**config.mk**
```make
export PLATFORM = sky130hd
export DESIGN_NAME = scanline_snoop_irq
export DESIGN_NICKNAME = d
export VERILOG_FILES = /design/src/rtl/snoop_pkg.sv /design/src/rtl/snoop_line_detect.sv /design/src/rtl/snoop_frame_track.sv /design/src/rtl/snoop_irq_ctrl.sv /design/src/rtl/scanline_snoop_irq.sv
export SDC_FILE = /design/constraint.sdc
export NUM_CORES = 1
export LEC_CHECK = 0
export ABC_AREA = 1
export BUFFER_PORTS_ARGS = -buffer_cell sky130_fd_sc_hd__buf_2
export CORE_MARGIN = 2
export CORE_UTILIZATION = 54
export CTS_CLUSTER_DIAMETER = 50
export CTS_CLUSTER_SIZE = 28
export DETAILED_ROUTE_END_ITERATION = 12
export PLACE_DENSITY = 0.83
export SYNTH_ARGS = -nofsm -noshare
export SYNTH_HDL_FRONTEND = slang
export SYNTH_SLANG_ARGS = --single-unit
```
**constraint.sdc**
```tcl
create_clock -name clk -period 1.9 [get_ports clk]
set_clock_uncertainty 0.05 [all_clocks]
set_input_delay 0.19 -clock clk [delete_from_list [all_inputs] [get_ports clk]]
set_output_delay 0.19 -clock clk [all_outputs]
set_load 0.01 [all_outputs]
```
**src/rtl/snoop_pkg.sv**
```systemverilog
package snoop_pkg;
   localparam logic SEL_TARGET     = 1'b0;
   localparam logic SEL_STATUS     = 1'b1;
   localparam int   STAT_PEND_BIT  = 7;
   localparam int   STAT_FRAME_BIT = 6;
   localparam int   CTRL_EN_BIT    = 7;
   localparam int   NT_WIN_LO      = 'h2000;
   localparam int   NT_WIN_HI      = 'h2FFF;
   localparam int   ATTR_OFFSET    = 'h3C0;
endpackage

```
**src/rtl/snoop_line_detect.sv**
```systemverilog
module snoop_line_detect #(
   parameter int ADDR_W    = 14,
   parameter int REP_LIMIT = 2
) (
   input  logic              clk,
   input  logic              rst_n,
   input  logic              vid_rd,
   input  logic [ADDR_W-1:0] vid_addr,
   input  logic              vec_fetch,
   output logic              nt_fetch,
   output logic              line_start
);
   import snoop_pkg::*;

   localparam int REP_W = $clog2(REP_LIMIT + 1);
   localparam logic [ADDR_W-1:0] WIN_LO = ADDR_W'(NT_WIN_LO);
   localparam logic [ADDR_W-1:0] WIN_HI = ADDR_W'(NT_WIN_HI);
   localparam logic [9:0]        ATTR_LO = 10'(ATTR_OFFSET);
   localparam logic [REP_W-1:0]  REP_TOP = REP_W'(REP_LIMIT);

   logic [ADDR_W-1:0] last_q;
   logic [REP_W-1:0]  rep_q, rep_d;
   logic              in_win, same_addr;

   assign in_win    = (vid_addr >= WIN_LO) && (vid_addr <= WIN_HI);
   assign same_addr = (vid_addr == last_q);
   assign nt_fetch  = vid_rd && in_win && (vid_addr[9:0] < ATTR_LO);

   always_comb begin
      rep_d = rep_q;
      if (vid_rd) begin
         if (in_win && same_addr)
            rep_d = (rep_q == REP_TOP) ? rep_q : rep_q + REP_W'(1);
         else
            rep_d = '0;
      end
   end

   assign line_start = vid_rd && in_win && same_addr && (rep_d == REP_TOP);

   always_ff @(posedge clk or negedge rst_n) begin
      if (!rst_n) begin
         last_q <= '0;
         rep_q  <= '0;
      end else begin
         rep_q <= rep_d;
         if (vec_fetch)
            last_q <= '0;
         else if (vid_rd)
            last_q <= vid_addr;
      end
   end
endmodule

```
**src/rtl/snoop_frame_track.sv**
```systemverilog
module snoop_frame_track #(
   parameter int IDLE_TICKS = 3,
   parameter int SLOT_W     = 6,
   parameter bit SLOT_SAT   = 1'b1
) (
   input  logic              clk,
   input  logic              rst_n,
   input  logic              vid_rd,
   input  logic              nt_fetch,
   input  logic              line_start,
   input  logic              cpu_tick,
   input  logic              vec_fetch,
   output logic              in_frame,
   output logic              frame_pend,
   output logic              frame_arm,
   output logic              line_count,
   output logic [SLOT_W-1:0] slot_cnt
);
   localparam int IDLE_W = $clog2(IDLE_TICKS + 1);
   localparam logic [IDLE_W-1:0] IDLE_LOAD = IDLE_W'(IDLE_TICKS);
   localparam logic [SLOT_W-1:0] SLOT_MAX  = {SLOT_W{1'b1}};

   logic              in_frame_q, pend_q;
   logic [IDLE_W-1:0] idle_q, idle_d;
   logic [SLOT_W-1:0] slot_q, slot_inc;
   logic              promote, in_frame_eff, pend_eff, idle_expire;

   assign promote      = nt_fetch && pend_q;
   assign in_frame_eff = in_frame_q || promote;
   assign pend_eff     = pend_q && !promote;
   assign frame_arm    = line_start && !in_frame_eff && !pend_eff;
   assign line_count   = line_start && !frame_arm;
   assign idle_expire  = cpu_tick && !vid_rd && (idle_q == IDLE_W'(1));

   always_comb begin
      idle_d = idle_q;
      if (vid_rd)
         idle_d = IDLE_LOAD;
      else if (cpu_tick && idle_q != '0)
         idle_d = idle_q - IDLE_W'(1);
   end

   generate
      if (SLOT_SAT) begin : g_slot_sat
         assign slot_inc = (slot_q == SLOT_MAX) ? slot_q : slot_q + SLOT_W'(1);
      end else begin : g_slot_wrap
         assign slot_inc = slot_q + SLOT_W'(1);
      end
   endgenerate

   always_ff @(posedge clk or negedge rst_n) begin
      if (!rst_n) begin
         in_frame_q <= 1'b0;
         pend_q     <= 1'b0;
         idle_q     <= '0;
         slot_q     <= '0;
      end else begin
         idle_q     <= idle_d;
         pend_q     <= frame_arm ? 1'b1 : pend_eff;
         in_frame_q <= (vec_fetch || idle_expire) ? 1'b0 : in_frame_eff;
         if (line_start)
            slot_q <= '0;
         else if (nt_fetch)
            slot_q <= slot_inc;
      end
   end

   assign in_frame   = in_frame_q;
   assign frame_pend = pend_q;
   assign slot_cnt   = slot_q;
endmodule

```
**src/rtl/snoop_irq_ctrl.sv**
```systemverilog
module snoop_irq_ctrl #(
   parameter int CNT_W  = 8,
   parameter int DATA_W = 8
) (
   input  logic              clk,
   input  logic              rst_n,
   input  logic              scan_clear,
   input  logic              scan_inc,
   input  logic              vec_fetch,
   input  logic              in_frame,
   input  logic              reg_wr,
   input  logic              reg_rd,
   input  logic              reg_sel,
   input  logic [DATA_W-1:0] reg_wdata,
   output logic [DATA_W-1:0] reg_rdata,
   output logic              scan_hit,
   output logic              irq
);
   import snoop_pkg::*;

   logic [CNT_W-1:0] scan_q, target_q, scan_next;
   logic             en_q, pend_q, status_rd, ctrl_wr, target_wr;

   assign scan_next = scan_q + CNT_W'(1);
   assign scan_hit  = scan_inc && (scan_next == target_q);
   assign status_rd = reg_rd && (reg_sel == SEL_STATUS);
   assign ctrl_wr   = reg_wr && (reg_sel == SEL_STATUS);
   assign target_wr = reg_wr && (reg_sel == SEL_TARGET);

   always_ff @(posedge clk or negedge rst_n) begin
      if (!rst_n) begin
         scan_q   <= '0;
         target_q <= '0;
         en_q     <= 1'b0;
         pend_q   <= 1'b0;
      end else begin
         if (scan_clear)
            scan_q <= '0;
         else if (scan_inc)
            scan_q <= scan_next;

         if (target_wr)
            target_q <= reg_wdata[CNT_W-1:0];
         if (ctrl_wr)
            en_q <= reg_wdata[CTRL_EN_BIT];

         if (vec_fetch)
            pend_q <= 1'b0;
         else if (scan_hit)
            pend_q <= 1'b1;
         else if (status_rd)
            pend_q <= 1'b0;
      end
   end

   always_comb begin
      reg_rdata = '0;
      if (status_rd) begin
         reg_rdata[STAT_PEND_BIT]  = pend_q;
         reg_rdata[STAT_FRAME_BIT] = in_frame;
      end
   end

   assign irq = pend_q && en_q;
endmodule

```
**src/rtl/scanline_snoop_irq.sv**
```systemverilog
module scanline_snoop_irq #(
   parameter int ADDR_W     = 14,
   parameter int DATA_W     = 8,
   parameter int CNT_W      = 8,
   parameter int SLOT_W     = 6,
   parameter int REP_LIMIT  = 2,
   parameter int IDLE_TICKS = 3,
   parameter bit SLOT_SAT   = 1'b1
) (
   input  logic              clk,
   input  logic              rst_n,
   input  logic              vid_rd,
   input  logic [ADDR_W-1:0] vid_addr,
   input  logic              cpu_tick,
   input  logic              vec_fetch,
   input  logic              reg_wr,
   input  logic              reg_rd,
   input  logic              reg_sel,
   input  logic [DATA_W-1:0] reg_wdata,
   output logic [DATA_W-1:0] reg_rdata,
   output logic              irq,
   output logic              in_frame,
   output logic [SLOT_W-1:0] slot_cnt
);
   generate
      if (ADDR_W < 14) begin : g_chk_addr
         $error("ADDR_W must cover the nametable window");
      end
      if (DATA_W < 8) begin : g_chk_data
         $error("DATA_W must hold the status bits");
      end
      if (CNT_W > DATA_W || CNT_W < 1) begin : g_chk_cnt
         $error("CNT_W must be 1..DATA_W");
      end
      if (REP_LIMIT < 1 || IDLE_TICKS < 1 || SLOT_W < 1) begin : g_chk_misc
         $error("REP_LIMIT, IDLE_TICKS and SLOT_W must be positive");
      end
   endgenerate

   logic nt_fetch, line_start, frame_pend, frame_arm, line_count, scan_hit;

   snoop_line_detect #(.ADDR_W(ADDR_W), .REP_LIMIT(REP_LIMIT)) u_detect (
      .clk(clk), .rst_n(rst_n), .vid_rd(vid_rd), .vid_addr(vid_addr),
      .vec_fetch(vec_fetch), .nt_fetch(nt_fetch), .line_start(line_start)
   );

   snoop_frame_track #(.IDLE_TICKS(IDLE_TICKS), .SLOT_W(SLOT_W), .SLOT_SAT(SLOT_SAT)) u_frame (
      .clk(clk), .rst_n(rst_n), .vid_rd(vid_rd), .nt_fetch(nt_fetch),
      .line_start(line_start), .cpu_tick(cpu_tick), .vec_fetch(vec_fetch),
      .in_frame(in_frame), .frame_pend(frame_pend), .frame_arm(frame_arm),
      .line_count(line_count), .slot_cnt(slot_cnt)
   );

   snoop_irq_ctrl #(.CNT_W(CNT_W), .DATA_W(DATA_W)) u_irq (
      .clk(clk), .rst_n(rst_n), .scan_clear(frame_arm | vec_fetch),
      .scan_inc(line_count), .vec_fetch(vec_fetch), .in_frame(in_frame),
      .reg_wr(reg_wr), .reg_rd(reg_rd), .reg_sel(reg_sel), .reg_wdata(reg_wdata),
      .reg_rdata(reg_rdata), .scan_hit(scan_hit), .irq(irq)
   );
endmodule

```
==> flow_metrics.tcl, run 1 <==
set metrics [dict create \
    insertion_delay_ps 300 \
    yosysWarnings 0 \
    yosysSeqAreaShare 0.432 \
    fin_nets 414 \
    met3_usage 0.0497 \
    async_reset_ff_frac 1.00 \
    max_stage_delay_ps 470 \
    worst_ep_arrival_time_ps 1970 \
    drtPass1Iterations 5 \
    setup-tns-final_ps 0 \
    grt_pass1_vias 2142 \
    globalplace.congestion 0.907 \
    gr-total-overflow 0 \
    fillerInstances 342 \
    detail-route-antenna-nets 0 \
    hpwlAfterDp_microns 3950 \
    rsz0062_at_grt "false" \
    cp_num_buf_inv 0 \
    via_count 2269 \
    status "complete, no violations" \
    peakVddDrop_uv 609 \
    use_met1 0.271 \
    maxCapViolCount 0 \
    yosys-top-cells-area "dfrtp_1, nand2_1, inv_1" \
    die_area_sq_mm 0.00528 \
    grt_busiest_layer "met2" \
    crit_fanout 6 \
    power_leakage_nw 1.62 \
    critPathLaunchType "register" \
    netlist_top_cells_count "nand2_1, inv_1, dfrtp_1, nor2_1, nand3_1" \
    synth_top_area_share 0.432 \
    synth_edf_count 0 \
    cp_top_family "flip-flops" \
    antenna_found_initial 0 \
    clk_pin_slew_worst_paths_ps 80 \
    wire_per_inst_microns 12.3 \
    drc 0 \
    synth_cells 336 \
    grt_start_max_net_pins 26 \
    chipHeight_microns 72.7 \
    dp_cells 423 \
    drt-initial-drc-count 164 \
    crit_path_end_kind "register" \
    path_cells "ha_2, xor2_1, xor2_1, nor2_1, nand3_1, nor2_1, o2111ai_1, nand2_1" \
    ios 46 \
    initial_core_util 0.573 \
    num_antenna_cells 0 \
    grt_pass1_wl_microns 9020 \
    min_period_ps 1770 \
    numCtsBuffers 5 \
    area_growth_pct 14.2 \
    crit_path_top_delay_cell "dfrtp_1" \
    std_cell_rows 24 \
    fin_crit_sh 0.933 \
    wl_microns 5320 \
    power_density_mw_per_mm2 768 \
    hold_ws_ps 16.6 \
    min_path_type "in -> reg" \
    setup_viol 0 \
    synth_ff_type "dfrtp_1" \
    synthesis.area_sq_mm 0.00255 \
    hold_viol 0 \
    cts_num_sinks 44 \
    final_cells 432 \
    yosysMostFrequentCell "nand2_1" \
    worst-setup-path-type "reg -> reg" \
    core_sq_mm 0.00444 \
    grt_use_total 0.220 \
    numPortBuffers 39 \
    required_ps 2100 \
    netlist-cell-type-count 36 \
    cts_max_level 2 \
    layout-drive-gt1-share 0.203 \
    drv_slew 0 \
    grt_use_met2 0.372 \
    ctsRootBufferMaster "clkbuf_8" \
    syn_avg_cell_area_sq_um 7.58 \
    power.total_mw 2.24 \
    ys_ff_latch 44 \
    cts_tree "yes" \
    avgViaCountPerCell 5.25 \
    yosysTopAreaCell "dfrtp_1" \
    die_w_microns 72.7 \
    clk_path_buf_depth 2 \
    max_freq_mhz 564 \
]
-- placed cells by master, fill, tap and decap left out, types with 2 or more instances in the layout --
master     count
conb_1         6
ha_1           4
xnor2_1        3
xor2_1         6
o22ai_1       11
buf_4          3
nor2_1        21
clkinv_1       2
nand3_1       19
nand4_1        6
clkbuf_8       5
inv_1         49
nor2_2         2
inv_2         10
mux2_2         5
or2_2          2
o2111ai_1      9
clkinv_2       2
buf_2         39
nand2_1      103
a21oi_1        4
or2_1          2
dfrtp_1       44
o21ai_0        6
-- worst reg2reg max path, cell delays in order, from the launching register on --
cell and delay (ps):
dfrtp_1 470, ha_2 280, xor2_1 250, xor2_1 100
nor2_1 110, nand3_1 100, nor2_1 140, o2111ai_1 150
nand2_1 80
-- final timing paths --
kind | end | slack [ps] | depth (start not counted) | startpoint
min | u_frame.in_frame$_DFF_PN0_ | 20 | 2 | vec_fetch
max reg2reg | u_irq.pend_q$_DFFE_PN0P_ | 130 | 8 | u_irq.scan_q[0]$_DFFE_PN0P_
min reg2reg | u_irq.target_q[7]$_DFFE_PN0P_ | 470 | 2 | u_irq.target_q[7]$_DFFE_PN0P_
max in group asynchronous | u_irq.scan_q[7]$_DFFE_PN0P_ | 970 | 3 | rst_n
min in group asynchronous | u_irq.scan_q[2]$_DFFE_PN0P_ | 330 | 2 | rst_n
max | u_irq.pend_q$_DFFE_PN0P_ | 130 | 8 | u_irq.scan_q[0]$_DFFE_PN0P_
-- flip-flops by register name, indices dropped and copies added (netlist names) --
register            count
u_irq.target_q          8
u_irq.en_q              1
u_frame.idle_q          2
u_frame.in_frame        1
u_detect.rep_q          2
u_irq.scan_q            8
u_detect.last_q        14
u_frame.frame_pend      1
u_irq.pend_q            1
u_frame.slot_cnt        6
-- kinds of logic after synthesis --
group	count (synthesis)	synth area share
mux	5	0.0221
xor+xnor	9	0.0309
fa+ha+maj	5	0.0246
simple gates	161	0.270
buf+inv	75	0.123
other cells	1	0.00147
compound gates	36	0.0953
flops	44	0.432
-- report_power, final --
part / internal [mW] / leakage, nW / switching [mW]
Clock: 0.390 / 0.0552 / 0.317
Sequential: 1.02 / 0.567 / 0.0854
Combinational: 0.184 / 1.00 / 0.235
Total: 1.60 / 1.62 / 0.637
-- metrics by stage --
stage / utilization / instance area (sq um) / worst slack [ps]
global placement: 0.628 / 2790 / 281
finish: 0.655 / 2910 / 128
floorplan: - / 2570 / 262
CTS: 0.654 / 2910 / 108
detailed placement: 0.628 / 2790 / 120
global route: 0.655 / 2910 / 9.14
-- area by class of cell --
cell class	instances	area (sq um)	share of cell area
inverters	62	234	0.0804
flip-flops and latches	44	1100	0.378
well taps	52	65.1	0.0224
multi-input cells	222	1150	0.397
clock buffers	6	72.6	0.0249
clock inverters	2	35.0	0.0120
repair buffers	44	248	0.0852
-- repair_timing --
item,CTS,global route
setup endpoints to repair,0,1
setup buffers,0,0
hold buffers,1,0
resized for setup,0,1
endpoints found under the hold margin,19,0
-- routing by layer --
layer  share of wire  routed length (microns)  vias up
met5               0                        0        -
met4           0.016                       85        0
met3           0.042                      224        6
li1                -                        -     1139
met2            0.50                     2640       54
met1            0.44                     2360     1070
Note: power is estimated with default switching activity, not from simulation.
==> run 2, diff against run 1 <==
--- a/config.mk
+++ b/config.mk
@@ -15,2 +15,3 @@
 export PLACE_DENSITY = 0.83
+export RECOVER_POWER = 50
 export SYNTH_ARGS = -nofsm -noshare
==> constraint.sdc (replaced) <==
create_clock -name clk -period 1.9 [get_ports clk]
set_clock_uncertainty 0.05 [all_clocks]
set_input_delay 0.285 -clock clk [delete_from_list [all_inputs] [get_ports clk]]
set_output_delay 0.285 -clock clk [all_outputs]
set_load 0.01 [all_outputs]
==> run 2 against run 1 <==
Compared with the run above: core utilization down 1.3 points; cell count down 0.46%; power down 7.5%; via count down 1.3%; count of clock-buffer cells in the layout unchanged; worst hold slack better by 130 ps; largest cell class unchanged; flip-flop and latch count unchanged; global-route usage up 0.052 points; register-to-register slack better by 50 ps.
==> flow_metrics.tcl, run 2 (same netlist as run 1, synthesis figures left out) <==
set metrics [dict create \
    worstHoldStart "cpu_tick" \
    via_count 2239 \
    slew_headroom 0.222 \
    layout_common_cells "nand2_1, inv_1, dfrtp_1" \
    ff2ff_setup_slack_ps 180 \
    final_cells 430 \
    hpwlAfterDp_microns 3950 \
    min_path_type "in -> reg" \
    globalplace.congestion 0.907 \
    p_int_mw 1.45 \
    fin_nets 413 \
    maxCapViolCount 0 \
    setup_slack_ps 178 \
    post-route-util 0.642 \
    avgViaCountPerCell 5.21 \
    place_ws_ps 186 \
    area_growth_pct 12.0 \
    final_common_cell "nand2_1" \
    final_cell_area_sq_mm 0.00285 \
    status "complete, no violations" \
    placed_area_sq_mm 0.00278 \
    max_freq_mhz 581 \
    chipHeight_microns 72.7 \
    wire_per_inst_microns 12.1 \
    core_sq_mm 0.00444 \
    r2r_end "u_frame.slot_cnt[5]$_DFFE_PN0P_" \
    antenna_found_initial 0 \
    rsz0062_at_grt "false" \
    power_leakage_nw 1.59 \
    grt_start_max_net_pins 25 \
    die_area_sq_mm 0.00528 \
    setup_viol 0 \
    numPortBuffers 39 \
    setup-tns-final_ps 0 \
    critPathLaunchType "register" \
    wl_microns 5210 \
    required_ps 2080 \
    regMostFlops "u_detect.last_q" \
    ctsRootBufferMaster "clkbuf_8" \
    drc 0 \
    grt_pass1_vias 2234 \
    pwr-share-clk 0.264 \
    worst_ep_arrival_time_ps 1910 \
    p_sw_mw 0.613 \
    fillerInstances 383 \
    hold_viol 0 \
    drt-initial-drc-count 136 \
    peakVddDrop_uv 614 \
    share_comb_of_total_power 0.201 \
    worst_slew_pin_slew_ps 1170 \
    clk_path_buf_depth 2 \
    gr-total-overflow 0 \
    dp_cells 422 \
    min_period_ps 1720 \
    swShare 0.297 \
    crit_fanout 5 \
    die_w_microns 72.7 \
    cts_num_sinks 44 \
    seq_power_share 0.535 \
    power_density_mw_per_mm2 725 \
    reg.largest.list "u_detect.last_q (14), u_irq.scan_q (8), u_irq.target_q (8)" \
    insertion_delay_ps 300 \
    cts_max_level 2 \
    numCtsBuffers 5 \
    worst-setup-path-type "reg -> reg" \
    min_to "u_frame.in_frame$_DFF_PN0_" \
    detail-route-antenna-nets 0 \
    grt_use_total 0.221 \
    ff2ff_path_depth 10 \
    crit_path_end_kind "register" \
    clk_pin_slew_worst_paths_ps 70 \
    ios 46 \
    drtPass1Iterations 5 \
    fin_crit_sh 0.906 \
    post_cts.repair.setup_buffers 0 \
    largest_reg_flops 14 \
    std_cell_rows 24 \
    initial_core_util 0.573 \
    drv_slew 0 \
    holdPathStages 2 \
    cts-resized-gates 0 \
    r2r-start "u_frame.slot_cnt[0]$_DFFE_PN0P_" \
    cts_tree "yes" \
    num_antenna_cells 0 \
    layout-drive-gt1-share 0.185 \
    grt_pass1_wl_microns 9160 \
]
run 2: worst max-delay path by stage:
| stage | from | end | slack (ps) | depth (start not counted) |
|---|---|---|---|---|
| floorplan | u_frame.slot_cnt[0]$_DFFE_PN0P_ | u_frame.slot_cnt[5]$_DFFE_PN0P_ | 260 | 10 |
| global placement | u_frame.slot_cnt[0]$_DFFE_PN0P_ | u_frame.slot_cnt[5]$_DFFE_PN0P_ | 230 | 10 |
| detailed placement | u_frame.slot_cnt[0]$_DFFE_PN0P_ | u_frame.slot_cnt[5]$_DFFE_PN0P_ | 190 | 10 |
| CTS | u_frame.slot_cnt[0]$_DFFE_PN0P_ | u_frame.slot_cnt[5]$_DFFE_PN0P_ | 160 | 10 |
| global route | rst_n | u_irq.en_q$_DFFE_PN0P_ | 30 | 3 |
| finish | u_frame.slot_cnt[0]$_DFFE_PN0P_ | u_frame.slot_cnt[5]$_DFFE_PN0P_ | 180 | 10 |
run 2: area by class of cell:
class | count | area, sq um | share of cell area
clock inverter | 1 | 5.00 | 0.00175
timing repair buffer | 43 | 224 | 0.0785
tap | 52 | 65.1 | 0.0228
inverter | 62 | 234 | 0.0820
clock buffer | 6 | 72.6 | 0.0254
multi-input combinational | 222 | 1150 | 0.404
sequential | 44 | 1100 | 0.386
run 2: critical path, cell delays in order, from the launching register on:
cell      delay (ps)
dfrtp_1          440
ha_1             270
nand4_1          150
nand2_2           80
clkinv_2          80
nand2_4           60
nor2_4            90
nand2_1           70
xor2_1           130
or2_1            200
inv_1             50
run 2: timing repair:
action,in CTS,in global routing
setup endpoints to repair,0,0
hold endpoints to repair,20,0
hold buffers,1,0
run 2: routing by layer:
metal | wire [microns] | vias to the layer above | global-route usage
li1 | - | 1137 | -
met4 | 99 | 0 | 0.0823
met1 | 2300 | 1027 | 0.276
met2 | 2550 | 64 | 0.374
met5 | 0 | - | 0
met3 | 254 | 11 | 0.0497
run 2: power by group through the flow:
stage / sequential (mW) / combinational, mW / clock [mW]
2_1_floorplan: 1.13 / 0.264 / 0
3_3_place_gp: 1.12 / 0.403 / 0
3_5_place_dp: 1.12 / 0.418 / 0
4_1_cts: 1.11 / 0.422 / 0.569
5_1_grt: 1.12 / 0.476 / 0.590
6_report: 1.11 / 0.415 / 0.546
run 2: metrics by stage:
step | hold slack (ps) | power, mW
6_report | 142 | 2.07
5_1_grt | 133 | 2.18
3_5_place_dp | 234 | 1.54
4_1_cts | 110 | 2.10
3_3_place_gp | 235 | 1.52
2_1_floorplan | -60.6 | 1.39
==> run 3, diff against run 2 <==
Settings changed: PLACE_DENSITY 0.83 to 0.82, SYNTH_HIERARCHICAL set to 1.
Clock period 1.9 ns to 1.7 ns, I/O delays scaled along.
==> run 3 against run 2 <==
Compared with the run above: the run now ends with negative setup slack left; first-iteration DRC count is 46% higher; core utilization is 6.8 points higher; via count is 19% higher; cell count is 16% higher.
==> flow_metrics.tcl, run 3 <==
set metrics [dict create \
    grt_use_total 0.246 \
    worstHoldStart "cpu_tick" \
    drtPass1Iterations 5 \
    layout-drive-gt1-share 0.329 \
    hold_viol 0 \
    ff2ff_path_depth 18 \
    core_sq_mm 0.00469 \
    yosysWarnings 6 \
    clk_path_buf_depth 2 \
    gr-total-overflow 0 \
    ctsRootBufferMaster "clkbuf_8" \
    cts_tree "yes" \
    fin_crit_sh 1.44 \
    status "finished, violations left" \
    required_ps 1830 \
    insertion_delay_ps 300 \
    detail-route-antenna-nets 0 \
    max_stage_delay_ps 380 \
    numPortBuffers 39 \
    hold_ws_ps 112 \
    worst_slew_pin_slew_ps 1120 \
    power_leakage_nw 1.76 \
    avgViaCountPerCell 5.33 \
    cp_num_buf_inv 5 \
    r2r_end "u_irq/scan_q[0]$_DFFE_PN0P_" \
    grt_pass1_wl_microns 10300 \
    antenna_found_initial 0 \
    drv_slew 0 \
    fin_nets 478 \
    die_area_sq_mm 0.00543 \
    drc 0 \
    reg.largest.list "u_detect/last_q (14), u_irq/scan_q (8), u_irq/target_q (8)" \
    crit_path_end_kind "register" \
    die_w_microns 73.7 \
    hpwlAfterDp_microns 4360 \
    chipHeight_microns 73.7 \
    ios 46 \
    largest_reg_flops 14 \
    final_common_cell "nand2_1" \
    min_path_type "in -> reg" \
    std_cell_rows 25 \
    clk_pin_slew_worst_paths_ps 80 \
    drt-initial-drc-count 199 \
    grt_start_max_net_pins 45 \
    cts_num_sinks 44 \
    min_to "u_frame/in_frame$_DFF_PN0_" \
    ff2ff_setup_slack_ps -750 \
    initial_core_util 0.559 \
    wire_per_inst_microns 13.6 \
    path_cells "inv_1, nand2_1, nand3_2, nor2_2, nand2_1, nor2_1, nand4_1, nor2_4, buf_4, nand2_4, a21oi_4, nor2_4, inv_2, buf_4, nor2_4, buf_4, nand2_1, o21ai_0" \
    setup_viol 16 \
    holdPathStages 2 \
    wl_microns 6780 \
    min_period_ps 2450 \
    critPathLaunchType "register" \
    crit_path_top_delay_cell "dfrtp_1" \
    numCtsBuffers 5 \
    post-route-util 0.710 \
    power_density_mw_per_mm2 766 \
    holdBufCountCts 0 \
    regMostFlops "u_detect/last_q" \
    worst_ep_arrival_time_ps 2580 \
    rsz0062_at_grt "true" \
    num_antenna_cells 0 \
    slew_headroom 0.256 \
    setup_slack_ps -750 \
    cp_top_family "simple AND/OR/NAND/NOR gates" \
    synthesis.area_sq_mm 0.00262 \
    grt_pass1_vias 2412 \
    synth_cells 368 \
    cts_max_level 2 \
    peakVddDrop_uv 708 \
    maxCapViolCount 0 \
    via_count 2654 \
    crit_fanout 4 \
    violations "negative setup slack" \
    worst-setup-path-type "reg -> reg" \
    globalplace.congestion 0.836 \
    syn_avg_cell_area_sq_um 7.13 \
    area_growth_pct 27.0 \
    r2r-start "u_detect/last_q[4]$_DFFE_PN0P_" \
    layout_common_cells "nand2_1, inv_1, dfrtp_1" \
    max_freq_mhz 408 \
]
## run 3: cell type report
class / instances / area [sq um]
Clock buffer: 6 / 72.6
Clock inverter: 2 / 35.0
Fill cell: 344 / 1360
Inverter: 73 / 282
Multi-Input combinational cell: 247 / 1330
Sequential cell: 44 / 1100
Tap cell: 54 / 67.6
Timing Repair Buffer: 72 / 444
## run 3: worst reg2reg max path: stages, from the launching register on
cell,delay [ps]
dfrtp_1,380
inv_1,70
nand2_1,110
nand3_2,90
nor2_2,140
nand2_1,80
nor2_1,140
nand4_1,170
nor2_4,190
buf_4,140
nand2_4,50
a21oi_4,160
nor2_4,50
inv_2,60
buf_4,140
nor2_4,60
buf_4,130
nand2_1,40
o21ai_0,80
## run 3: where the power goes
| part | switching (mW) | leakage (nW) | internal [mW] |
|---|---|---|---|
| combinational | 0.313 | 1.14 | 0.219 |
| clock | 0.360 | 0.0552 | 0.437 |
| sequential | 0.0858 | 0.562 | 1.14 |
## run 3: worst max-delay path by stage
| stage | end | slack, ps | startpoint | depth (start not counted) |
|---|---|---|---|---|
| finish | u_irq/scan_q[0]$_DFFE_PN0P_ | -750 | u_detect/last_q[4]$_DFFE_PN0P_ | 18 |
| global route | u_irq/pend_q$_DFFE_PN0P_ | -890 | u_detect/last_q[4]$_DFFE_PN0P_ | 18 |
| CTS | u_irq/pend_q$_DFFE_PN0P_ | -530 | u_detect/last_q[0]$_DFFE_PN0P_ | 20 |
| detailed placement | u_irq/pend_q$_DFFE_PN0P_ | -550 | u_detect/last_q[13]$_DFFE_PN0P_ | 19 |
| global placement | u_irq/pend_q$_DFFE_PN0P_ | -460 | vid_addr[13] | 19 |
| floorplan | u_irq/pend_q$_DFFE_PN0P_ | -380 | u_detect/last_q[13]$_DFFE_PN0P_ | 19 |
## run 3: through the flow
stage	TNS (ps)	cells	instance area (sq um)	power [mW]	setup slack, ps
after global placement	-3800	481	3040	1.71	-464
after CTS	-4350	494	3220	2.53	-531
after detailed placement	-4440	481	3040	1.73	-548
after global routing	-9730	498	3330	2.68	-894
final	-7590	498	3330	2.55	-750
after floorplan	-1810	373	2650	1.52	-383
## run 3: timing repair
action | CTS | global route
pin swaps | 4 | 27
setup buffers | 5 | 5
resized for setup | 16 | 34
endpoints found under the setup margin | 15 | 16
## run 3: layer usage
metal / GRT usage / vias up / part of all wire
li1: - / 1298 / -
met1: 0.299 / 1232 / 0.42
met2: 0.419 / 110 / 0.50
met3: 0.0590 / 14 / 0.068
met4: 0.0949 / 0 / 0.017
met5: 0 / - / 0
